==> src/rtl/sram_lane_pkg.sv <==
package sram_lane_pkg;

  typedef enum logic [1:0] {
    LANE_BOTH  = 2'd0,
    LANE_EVEN  = 2'd1,
    LANE_ODD   = 2'd2,
    LANE_BOTH2 = 2'd3
  } lane_e;

  localparam logic [7:0] FILL_BYTE = 8'hFF;

  // upper bus lane has RAM behind it
  function automatic logic hi_wired(lane_e m);
    return m != LANE_ODD;
  endfunction

  // lower bus lane has RAM behind it
  function automatic logic lo_wired(lane_e m);
    return m != LANE_EVEN;
  endfunction

  // single-lane wiring halves the index
  function automatic logic split_index(lane_e m);
    return (m == LANE_EVEN) || (m == LANE_ODD);
  endfunction

  function automatic logic [15:0] join_lanes(lane_e m, logic [7:0] hi, logic [7:0] lo);
    logic [7:0] h;
    logic [7:0] l;
    h = hi_wired(m) ? hi : FILL_BYTE;
    l = lo_wired(m) ? lo : FILL_BYTE;
    return {h, l};
  endfunction

endpackage

==> src/rtl/sram_lane_decode.sv <==
module sram_lane_decode #(
  parameter int unsigned ADDR_W    = 24,
  parameter int unsigned OFF_W     = 9,
  parameter int unsigned BIDX_W    = 3,
  parameter logic [ADDR_W-1:0] WIN_BASE  = 24'h200000,
  parameter int unsigned       WIN_LEN   = 32'h200000,
  parameter logic [ADDR_W-1:0] BANK_BASE = 24'hA13000,
  parameter int unsigned       BANK_LEN  = 32'h100
) (
  input  logic [ADDR_W-1:0] addr,
  input  logic [OFF_W-1:0]  addr_mask,
  output logic              win_hit,
  output logic              bank_hit,
  output logic [OFF_W-1:0]  offset,
  output logic [BIDX_W-1:0] bank_idx
);
  localparam logic [ADDR_W:0] WIN_LO  = {1'b0, WIN_BASE};
  localparam logic [ADDR_W:0] WIN_HI  = {1'b0, WIN_BASE} + (ADDR_W+1)'(WIN_LEN);
  localparam logic [ADDR_W:0] BANK_LO = {1'b0, BANK_BASE};
  localparam logic [ADDR_W:0] BANK_HI = {1'b0, BANK_BASE} + (ADDR_W+1)'(BANK_LEN);

  logic [ADDR_W:0] addr_x;
  assign addr_x   = {1'b0, addr};
  assign win_hit  = (addr_x >= WIN_LO) && (addr_x < WIN_HI);
  assign bank_hit = (addr_x >= BANK_LO) && (addr_x < BANK_HI);

  // word-aligned offset, masked to the RAM span
  assign offset   = {addr[OFF_W-1:1], 1'b0} & addr_mask;
  assign bank_idx = addr[BIDX_W:1];
endmodule

==> src/rtl/sram_lane_bank.sv <==
module sram_lane_bank #(
  parameter int unsigned NUM_BANK = 8,
  parameter int unsigned BANK_W   = 8,
  parameter int unsigned BIDX_W   = 3
) (
  input  logic                       clk,
  input  logic                       rst,
  input  logic                       wr,
  input  logic [BIDX_W-1:0]          idx,
  input  logic                       lo_lane,
  input  logic [BANK_W-1:0]          wdata,
  output logic [NUM_BANK*BANK_W-1:0] bank_flat
);
  // a register only takes the odd (lower) byte
  logic commit;
  assign commit = wr && lo_lane;

  for (genvar g = 0; g < NUM_BANK; g++) begin : g_reg
    logic [BANK_W-1:0] val;
    always_ff @(posedge clk) begin
      if (rst)                                  val <= '0;
      else if (commit && idx == BIDX_W'(g))     val <= wdata;
    end
    assign bank_flat[g*BANK_W +: BANK_W] = val;
  end
endmodule

==> src/rtl/sram_lane_store.sv <==
module sram_lane_store
  import sram_lane_pkg::*;
#(
  parameter int unsigned RAM_BYTES = 256,
  parameter int unsigned RIDX_W    = $clog2(RAM_BYTES),
  parameter int unsigned OFF_W     = RIDX_W + 1
) (
  input  logic              clk,
  input  logic              wr_en,
  input  logic [1:0]        be,
  input  lane_e             mode,
  input  logic [OFF_W-1:0]  offset,
  input  logic [15:0]       wdata,
  output logic [15:0]       rd_word,
  output logic              wr_hi_fire,
  output logic              wr_lo_fire
);
  logic [7:0] mem [RAM_BYTES];

  logic [RIDX_W-1:0] idx_pair;
  logic [RIDX_W-1:0] idx_pair_n;
  logic [RIDX_W-1:0] idx_half;
  logic [RIDX_W-1:0] hi_idx;
  logic [RIDX_W-1:0] lo_idx;

  assign idx_pair   = offset[RIDX_W-1:0];
  assign idx_pair_n = idx_pair + 1'b1;
  assign idx_half   = offset[RIDX_W:1];
  assign hi_idx     = split_index(mode) ? idx_half : idx_pair;
  assign lo_idx     = split_index(mode) ? idx_half : idx_pair_n;

  assign wr_hi_fire = wr_en && be[1] && hi_wired(mode);
  assign wr_lo_fire = wr_en && be[0] && lo_wired(mode);

  always_ff @(posedge clk) begin
    if (wr_hi_fire) mem[hi_idx] <= wdata[15:8];
    if (wr_lo_fire) mem[lo_idx] <= wdata[7:0];
  end

  assign rd_word = join_lanes(mode, mem[hi_idx], mem[lo_idx]);
endmodule

==> src/rtl/sram_lane_ctrl.sv <==
module sram_lane_ctrl
  import sram_lane_pkg::*;
#(
  parameter int unsigned ADDR_W    = 24,
  parameter int unsigned RAM_BYTES = 256,
  parameter int unsigned NUM_BANK  = 8,
  parameter int unsigned BANK_W    = 8,
  parameter logic [ADDR_W-1:0] WIN_BASE  = 24'h200000,
  parameter int unsigned       WIN_LEN   = 32'h200000,
  parameter logic [ADDR_W-1:0] BANK_BASE = 24'hA13000,
  parameter int unsigned       BANK_LEN  = 32'h100,
  localparam int unsigned RIDX_W = $clog2(RAM_BYTES),
  localparam int unsigned OFF_W  = RIDX_W + 1,
  localparam int unsigned BIDX_W = $clog2(NUM_BANK)
) (
  input  logic                       clk,
  input  logic                       rst,
  input  logic                       req,
  input  logic                       we,
  input  logic [1:0]                 be,
  input  logic [ADDR_W-1:0]          addr,
  input  logic [15:0]                wdata,
  input  logic [1:0]                 lane_mode,
  input  logic [OFF_W-1:0]           addr_mask,
  input  logic [15:0]                rom_word,
  output logic [15:0]                rdata,
  output logic                       rvalid,
  output logic [NUM_BANK*BANK_W-1:0] bank_regs
);
  lane_e mode;
  assign mode = lane_e'(lane_mode);

  logic              win_hit;
  logic              bank_hit;
  logic [OFF_W-1:0]  offset;
  logic [BIDX_W-1:0] bank_idx;

  sram_lane_decode #(
    .ADDR_W(ADDR_W), .OFF_W(OFF_W), .BIDX_W(BIDX_W),
    .WIN_BASE(WIN_BASE), .WIN_LEN(WIN_LEN),
    .BANK_BASE(BANK_BASE), .BANK_LEN(BANK_LEN)
  ) u_dec (
    .addr(addr), .addr_mask(addr_mask),
    .win_hit(win_hit), .bank_hit(bank_hit),
    .offset(offset), .bank_idx(bank_idx)
  );

  logic rd_req;
  logic wr_req;
  logic bank_wr;
  assign rd_req  = req && !we;
  assign wr_req  = req && we;
  assign bank_wr = wr_req && bank_hit;

  sram_lane_bank #(
    .NUM_BANK(NUM_BANK), .BANK_W(BANK_W), .BIDX_W(BIDX_W)
  ) u_bank (
    .clk(clk), .rst(rst), .wr(bank_wr), .idx(bank_idx),
    .lo_lane(be[0]), .wdata(wdata[BANK_W-1:0]), .bank_flat(bank_regs)
  );

  logic [BANK_W-1:0] bank0;
  logic              show_ram;
  logic              unlocked;
  assign bank0    = bank_regs[BANK_W-1:0];
  assign show_ram = bank0[0];
  assign unlocked = (bank0[1:0] == 2'b01);

  logic        win_wr;
  logic [15:0] ram_word;
  logic        wr_hi_fire;
  logic        wr_lo_fire;
  assign win_wr = wr_req && win_hit && unlocked;

  sram_lane_store #(
    .RAM_BYTES(RAM_BYTES), .RIDX_W(RIDX_W), .OFF_W(OFF_W)
  ) u_store (
    .clk(clk), .wr_en(win_wr), .be(be), .mode(mode), .offset(offset),
    .wdata(wdata), .rd_word(ram_word),
    .wr_hi_fire(wr_hi_fire), .wr_lo_fire(wr_lo_fire)
  );

  logic [15:0] resp_next;
  assign resp_next = !win_hit ? 16'hFFFF : (show_ram ? ram_word : rom_word);

  // registered response plus tags that the checks below rely on
  logic  src_ram_q;
  lane_e mode_q;
  always_ff @(posedge clk) begin
    if (rst) begin
      rvalid    <= 1'b0;
      rdata     <= '0;
      src_ram_q <= 1'b0;
      mode_q    <= LANE_BOTH;
    end else begin
      rvalid <= rd_req;
      if (rd_req) begin
        rdata     <= resp_next;
        src_ram_q <= win_hit && show_ram;
        mode_q    <= mode;
      end
    end
  end

  a_r1_reset_clear: assert property (@(posedge clk) disable iff (rst)
    $past(rst) |-> (bank_regs == '0) && !rvalid);

  a_r2_rvalid_after_read: assert property (@(posedge clk) disable iff (rst)
    rd_req |=> rvalid);

  a_r2_rvalid_only_on_read: assert property (@(posedge clk) disable iff (rst)
    !rd_req |=> !rvalid);

  a_r4_write_needs_unlock: assert property (@(posedge clk) disable iff (rst)
    (wr_hi_fire || wr_lo_fire) |-> (bank_regs[1:0] == 2'b01));

  a_r7_even_low_fill: assert property (@(posedge clk) disable iff (rst)
    (rvalid && src_ram_q && mode_q == LANE_EVEN) |-> (rdata[7:0] == 8'hFF));

  a_r8_odd_high_fill: assert property (@(posedge clk) disable iff (rst)
    (rvalid && src_ram_q && mode_q == LANE_ODD) |-> (rdata[15:8] == 8'hFF));

  a_r9_even_byte_ignored: assert property (@(posedge clk) disable iff (rst)
    (bank_wr && !be[0]) |=> $stable(bank_regs));

  a_r10_outside_no_write: assert property (@(posedge clk) disable iff (rst)
    (wr_req && !win_hit) |-> !(wr_hi_fire || wr_lo_fire));
endmodule

==> config.mk <==
export PLATFORM = sky130hd
export DESIGN_NAME = sram_lane_ctrl
export DESIGN_NICKNAME = d
export VERILOG_FILES = /design/src/rtl/sram_lane_pkg.sv /design/src/rtl/sram_lane_decode.sv /design/src/rtl/sram_lane_bank.sv /design/src/rtl/sram_lane_store.sv /design/src/rtl/sram_lane_ctrl.sv
export SDC_FILE = /design/constraint.sdc
export NUM_CORES = 2
export LEC_CHECK = 0
export BUFFER_PORTS_ARGS = -buffer_cell sky130_fd_sc_hd__buf_2
export CAP_MARGIN = 40
export CORE_MARGIN = 4
export CORE_UTILIZATION = 50
export CTS_BUF_LIST = sky130_fd_sc_hd__clkbuf_4
export CTS_CLUSTER_DIAMETER = 60
export CTS_CLUSTER_SIZE = 20
export DETAILED_ROUTE_END_ITERATION = 8
export PLACE_DENSITY_LB_ADDON = 0.1
export SYNTH_ARGS = -nofsm -noshare
export SYNTH_HDL_FRONTEND = slang
export SYNTH_HIERARCHICAL = 1
export SYNTH_SLANG_ARGS = --single-unit
==> constraint.sdc <==
create_clock -name clk -period 11.2 [get_ports clk]
set_input_delay 2.24 -clock clk [delete_from_list [all_inputs] [get_ports clk]]
set_output_delay 2.24 -clock clk [all_outputs]
set_load 0.1 [all_outputs]
==> metrics.sh <==
NUMBER_OF_GATES_RESIZED_AFTER_CTS=0
VIA_PER_INST=7.27
FINAL_MIN_PERIOD_OVER_CLOCK_PERIOD_PCT=60.3
FINAL.HOLD.WORST_SLACK_NS=0.470
SYNTH-COMPOUND-AREA-SHARE_PCT=7.85
DPL.HPWL_UM=324000
IOPINCOUNT=154
INTERNAL_POWER_mW=11.4
CTS.PATH.MAX_BUFFERS=4
GRT_SETUP_UNREPAIRED='no'
DIE_WIDTH_UM=515
CLOCKROOTBUFFER='clkbuf_4'
LAYOUT.CELLS.MOST_COMMON_LIST='edfxtp_1, mux2_2, nand2_1'
DESIGN_POWER_TOTAL_mW=17.2
SYNTH_SIMPLE_GATE_AREA_SHARE_PCT=10.2
POSTCTSSETUPBUFFERS=0
GLOBALROUTE.TOTALOVERFLOW=0
DRT_DRC_VIOLATIONS_LEFT=0
H-TREE-DEPTH=4
GRT_FIRST_PASS_WIRELENGTH_UM=724000
SYNTH_CELL_TYPES=79
MIN-DELAY-PATH-CLASS='reg2reg'
SHARE_COMB_OF_TOTAL_POWER_PCT=22.9
PROPORTION_OF_TOTAL_POWER_DUE_TO_NET_SWITCHING_PCT=33.9
SYNTH_MUX_AREA_SHARE_PCT=28.8
ASYNCSETRESETFLOPFRACSYNTH_PCT=0
ROUTED_WIRELENGTH_UM=523000
MAX-VDD-IR-DROP_mV=0.171
FIRST_GLOBAL_VIAS=93400
DETAIL_ROUTE.WL_PER_CELL_UM=38.3
FINAL.MIN_CLOCK_PERIOD_NS=6.76
STATIC-LEAKAGE-POWER_nW=45.1
POWER-PER-CELL-AREA_nW_PER_UM2=125
SYNTH_TOP_CELLS_BY_AREA='edfxtp_1, mux2_2, mux4_2'
TIMING.MAX_SLEW.REL_SLACK_PCT=-465
NUMBER_OF_ANTENNA_VIOLATIONS_AT_THE_FIRST_CHECK_IN_GLOBAL_ROUTING=52
CRITICAL_PATH.STARTPOINT_TYPE='primary input'
FILL_COUNT=21700
POWER.SWITCHING_mW=5.84
ROWS=186
MOST_FREQUENT_STANDARD_CELL_IN_THE_LAYOUT_EXCLUDING_FILL_AND_TAP_CELLS='edfxtp_1'
GRT_START_MAX_NET_PINS=161
NETS=10100
CTS_TREE='done'
CRITICAL_PATH.STARTPOINT='lane_mode[0]'
MAX_CAP_VIOL_COUNT=0
TIMING.FINAL.SETUP_VIOLATIONS=0
TIMING.RR.START='u_bank/g_reg[0].val[0]'
TOTALNEGATIVESETUPSLACK_NS=0
SYNTH_WARNINGS=6
SYNTH_AREA_PER_CELL_UM2=12.5
DIEAREA_UM2=266000
DRT_ITER0_MARKERS=16800
TIMING.FMAX_GHz=0.148
SYNTH_ENABLE_FLOP_CELLS=2048
FINALHOLDVIOLCOUNT=0
GRT_USE_TOTAL_PCT=38.1
PATH_MAX_FANOUT=72
DRTANTENNAVIOLNETS=0
SYNTHTOLAYOUTAREAGROWTH_PCT=6.97
TIGHTEST_SLEW_NS=8.45
CLKTRANSATPATHREGS_NS=0.16
CTS.SINK_COUNT=2129
DIE_SPAN_Y_UM=515
SYNTH_TOP_FAMILY_BY_AREA='multiplexers'
CTS.HOLD.BUFFERS_ADDED=0
SEQ_POWER_SHARE_PCT=50.6
SYNTH.FF_LATCH_COUNT=2129
TIMING.REG2REG.SETUP_SLACK_NS=6.27
CRITPATHCAPTURETYPE='register'
WORST-SETUP-PATH-TYPE='in2reg'
CRITICAL_PATH_REQUIRED_NS=12.47
YOSYS_MOST_USED_DFF='edfxtp_1'
CLOCK_POWER_SHARE_PCT=26.5
SHARE_OF_YOSYS_CELL_AREA_CLAIMED_BY_THE_TOP_AREA_CELL_TYPE_PCT=47.8
CRITPATHCAPTURE='rdata[8]'
TIMING.CLOCK.SKEW_NS=0.153
R2R-END='u_store/mem[115][7]'
DRIVE_GT1_SHARE_PCT=38.8
START_UTIL_PCT=50.2
CLOCK_INSERTION_DELAY_WORST_SKEW_NS=1.54
OUTCOME='finished, violations left'
ADDER_AND_MAJORITY_GATE_PORTION_OF_THE_SYNTHESIZED_AREA_PCT=0.0292
SYNTHESIS.INSTANCES=10300
FIRSTDRTPASSITERS=9
SYNTH_LARGEST_AREA_CELL='edfxtp_1'
DATA_ARRIVAL_TIME_OF_THE_CRITICAL_PATH_NS=8.03
PLACE_CONGESTION=1.02
VIAS=99200
SYNTHESIS.AREA_UM2=129000
YOSYSSEQAREASHARE_PCT=49.0
R2R.WORST_PATH.CELLS=11
POSTSYNTHNETCOUNT=10400
VIOLATIONS='slew limit'
PORT-BUFFER-COUNT=151
XOR_XNOR_CELL_AREA_SHARE_OF_THE_YOSYS_NETLIST_PCT=0.0467
FP.COREAREA_UM2=256000
TIMING.FINAL.MAX_SLEW_VIOLATIONS=153
NUM_CTS_BUFFERS=194
## critical path: stages
cell and delay [ns]:
buf_2 0.13, inv_1 0.05, ha_1 0.27, buf_4 0.37
inv_1 0.34, a21oi_4 0.41, buf_16 0.22, buf_12 0.42
buf_4 0.54, mux4_2 0.62, a22oi_1 0.66, a21oi_1 0.40
o41ai_1 0.37, nand4_1 0.45, mux2i_1 0.31, a221oi_1 0.10
## logic make-up (layout without fill, tap and decap cells)
logic type,Yosys count,in the layout
and+or+nand+nor,2850,2850
muxes,2734,2734
DFF,2129,2129
AOI/OAI and AO/OA,1401,1401
buffers and inverters,1202,1082
xor gates and xnor gates,6,6
adders and majority gates,3,3
other,1,48
## power groups by stage
| stage | Sequential [mW] | Clock (mW) | Combinational (mW) |
|---|---|---|---|
| finish | 8.71 | 4.56 | 3.95 |
| global route | 8.71 | 4.89 | 4.00 |
| CTS | 8.71 | 4.60 | 3.73 |
| detailed placement | 8.89 | 0 | 3.73 |
| global placement | 8.89 | 0 | 3.64 |
| floorplan | 8.92 | 0 | 2.27 |
## state kept, by name, summed over array words and instances (netlist names)
name          flops
u_store/mem    2048
u_bank/g.val     64
rdata            16
rvalid            1
## Yosys cell counts, types with 5 or more instances
library cell and count:
edfxtp_1 2048, mux2_2 2025, nand2_1 1677, clkbuf_1 767, mux4_2 576, nand3_1 401, a311oi_1 361, buf_2 292
a22oi_1 261, and3_1 235, o22ai_1 201, a21oi_1 173, nor2_2 142, a211oi_1 135, mux2i_1 110, o21ai_0 102
nor3_1 87, a31oi_1 84, dfxtp_1 81, nand2b_1 78, nand2_2 58, buf_1 57, nor2_1 52, buf_4 46
inv_1 23, mux2_1 23, nand4_1 23, nor4_1 21, o41ai_1 21, buf_6 15, and2_1 13, a32oi_1 12
a221oi_2 10, or4_1 10, nand3_2 8, nor2_4 8, a221oi_1 7, nand4b_1 5, nor3_4 5
## how the worst min path moves through the flow
| stage | start | end | depth (start not counted) |
|---|---|---|---|
| floorplan | rdata[10] | rdata[10] | 2 |
| global placement | rdata[0] | rdata[0] | 2 |
| detailed placement | rdata[3] | rdata[3] | 2 |
| CTS | rdata[3] | rdata[3] | 2 |
| global route | rdata[2] | rdata[2] | 2 |
| finish | rdata[1] | rdata[1] | 2 |
## metrics by stage
step	area (um^2)	setup WS [ns]	util, %	cells
2_1_floorplan	129000	5.69	-	10300
3_3_place_gp	132000	2.58	51.5	13000
3_5_place_dp	134000	3.03	52.4	13200
4_1_cts	137000	4.53	53.6	13600
5_1_grt	138000	4.42	53.7	13600
6_report	138000	4.44	53.7	13600
## cell type report
cell class | instances | area (um^2) | area share, %
Clock buffer | 210 | 1580 | 1.14
Antenna cell | 47 | 118 | 0.0854
Multi-Input combinational cell | 6995 | 60800 | 44.1
Timing Repair Buffer | 709 | 6250 | 4.54
Inverter | 24 | 90.1 | 0.0654
Tap cell | 3384 | 4230 | 3.07
Sequential cell | 2129 | 63100 | 45.8
Clock inverter | 139 | 1550 | 1.12
## per-layer routing
layer | part of all wire, % | global-route usage [%] | up-vias
met5 | 0.076 | 0 | -
met4 | 6.4 | 19.9 | 48
met3 | 15 | 13.8 | 1575
met2 | 43 | 55.6 | 7935
met1 | 36 | 49.9 | 50000
li1 | - | - | 39600
No activity file was read; power rests on OpenSTA's default activity.
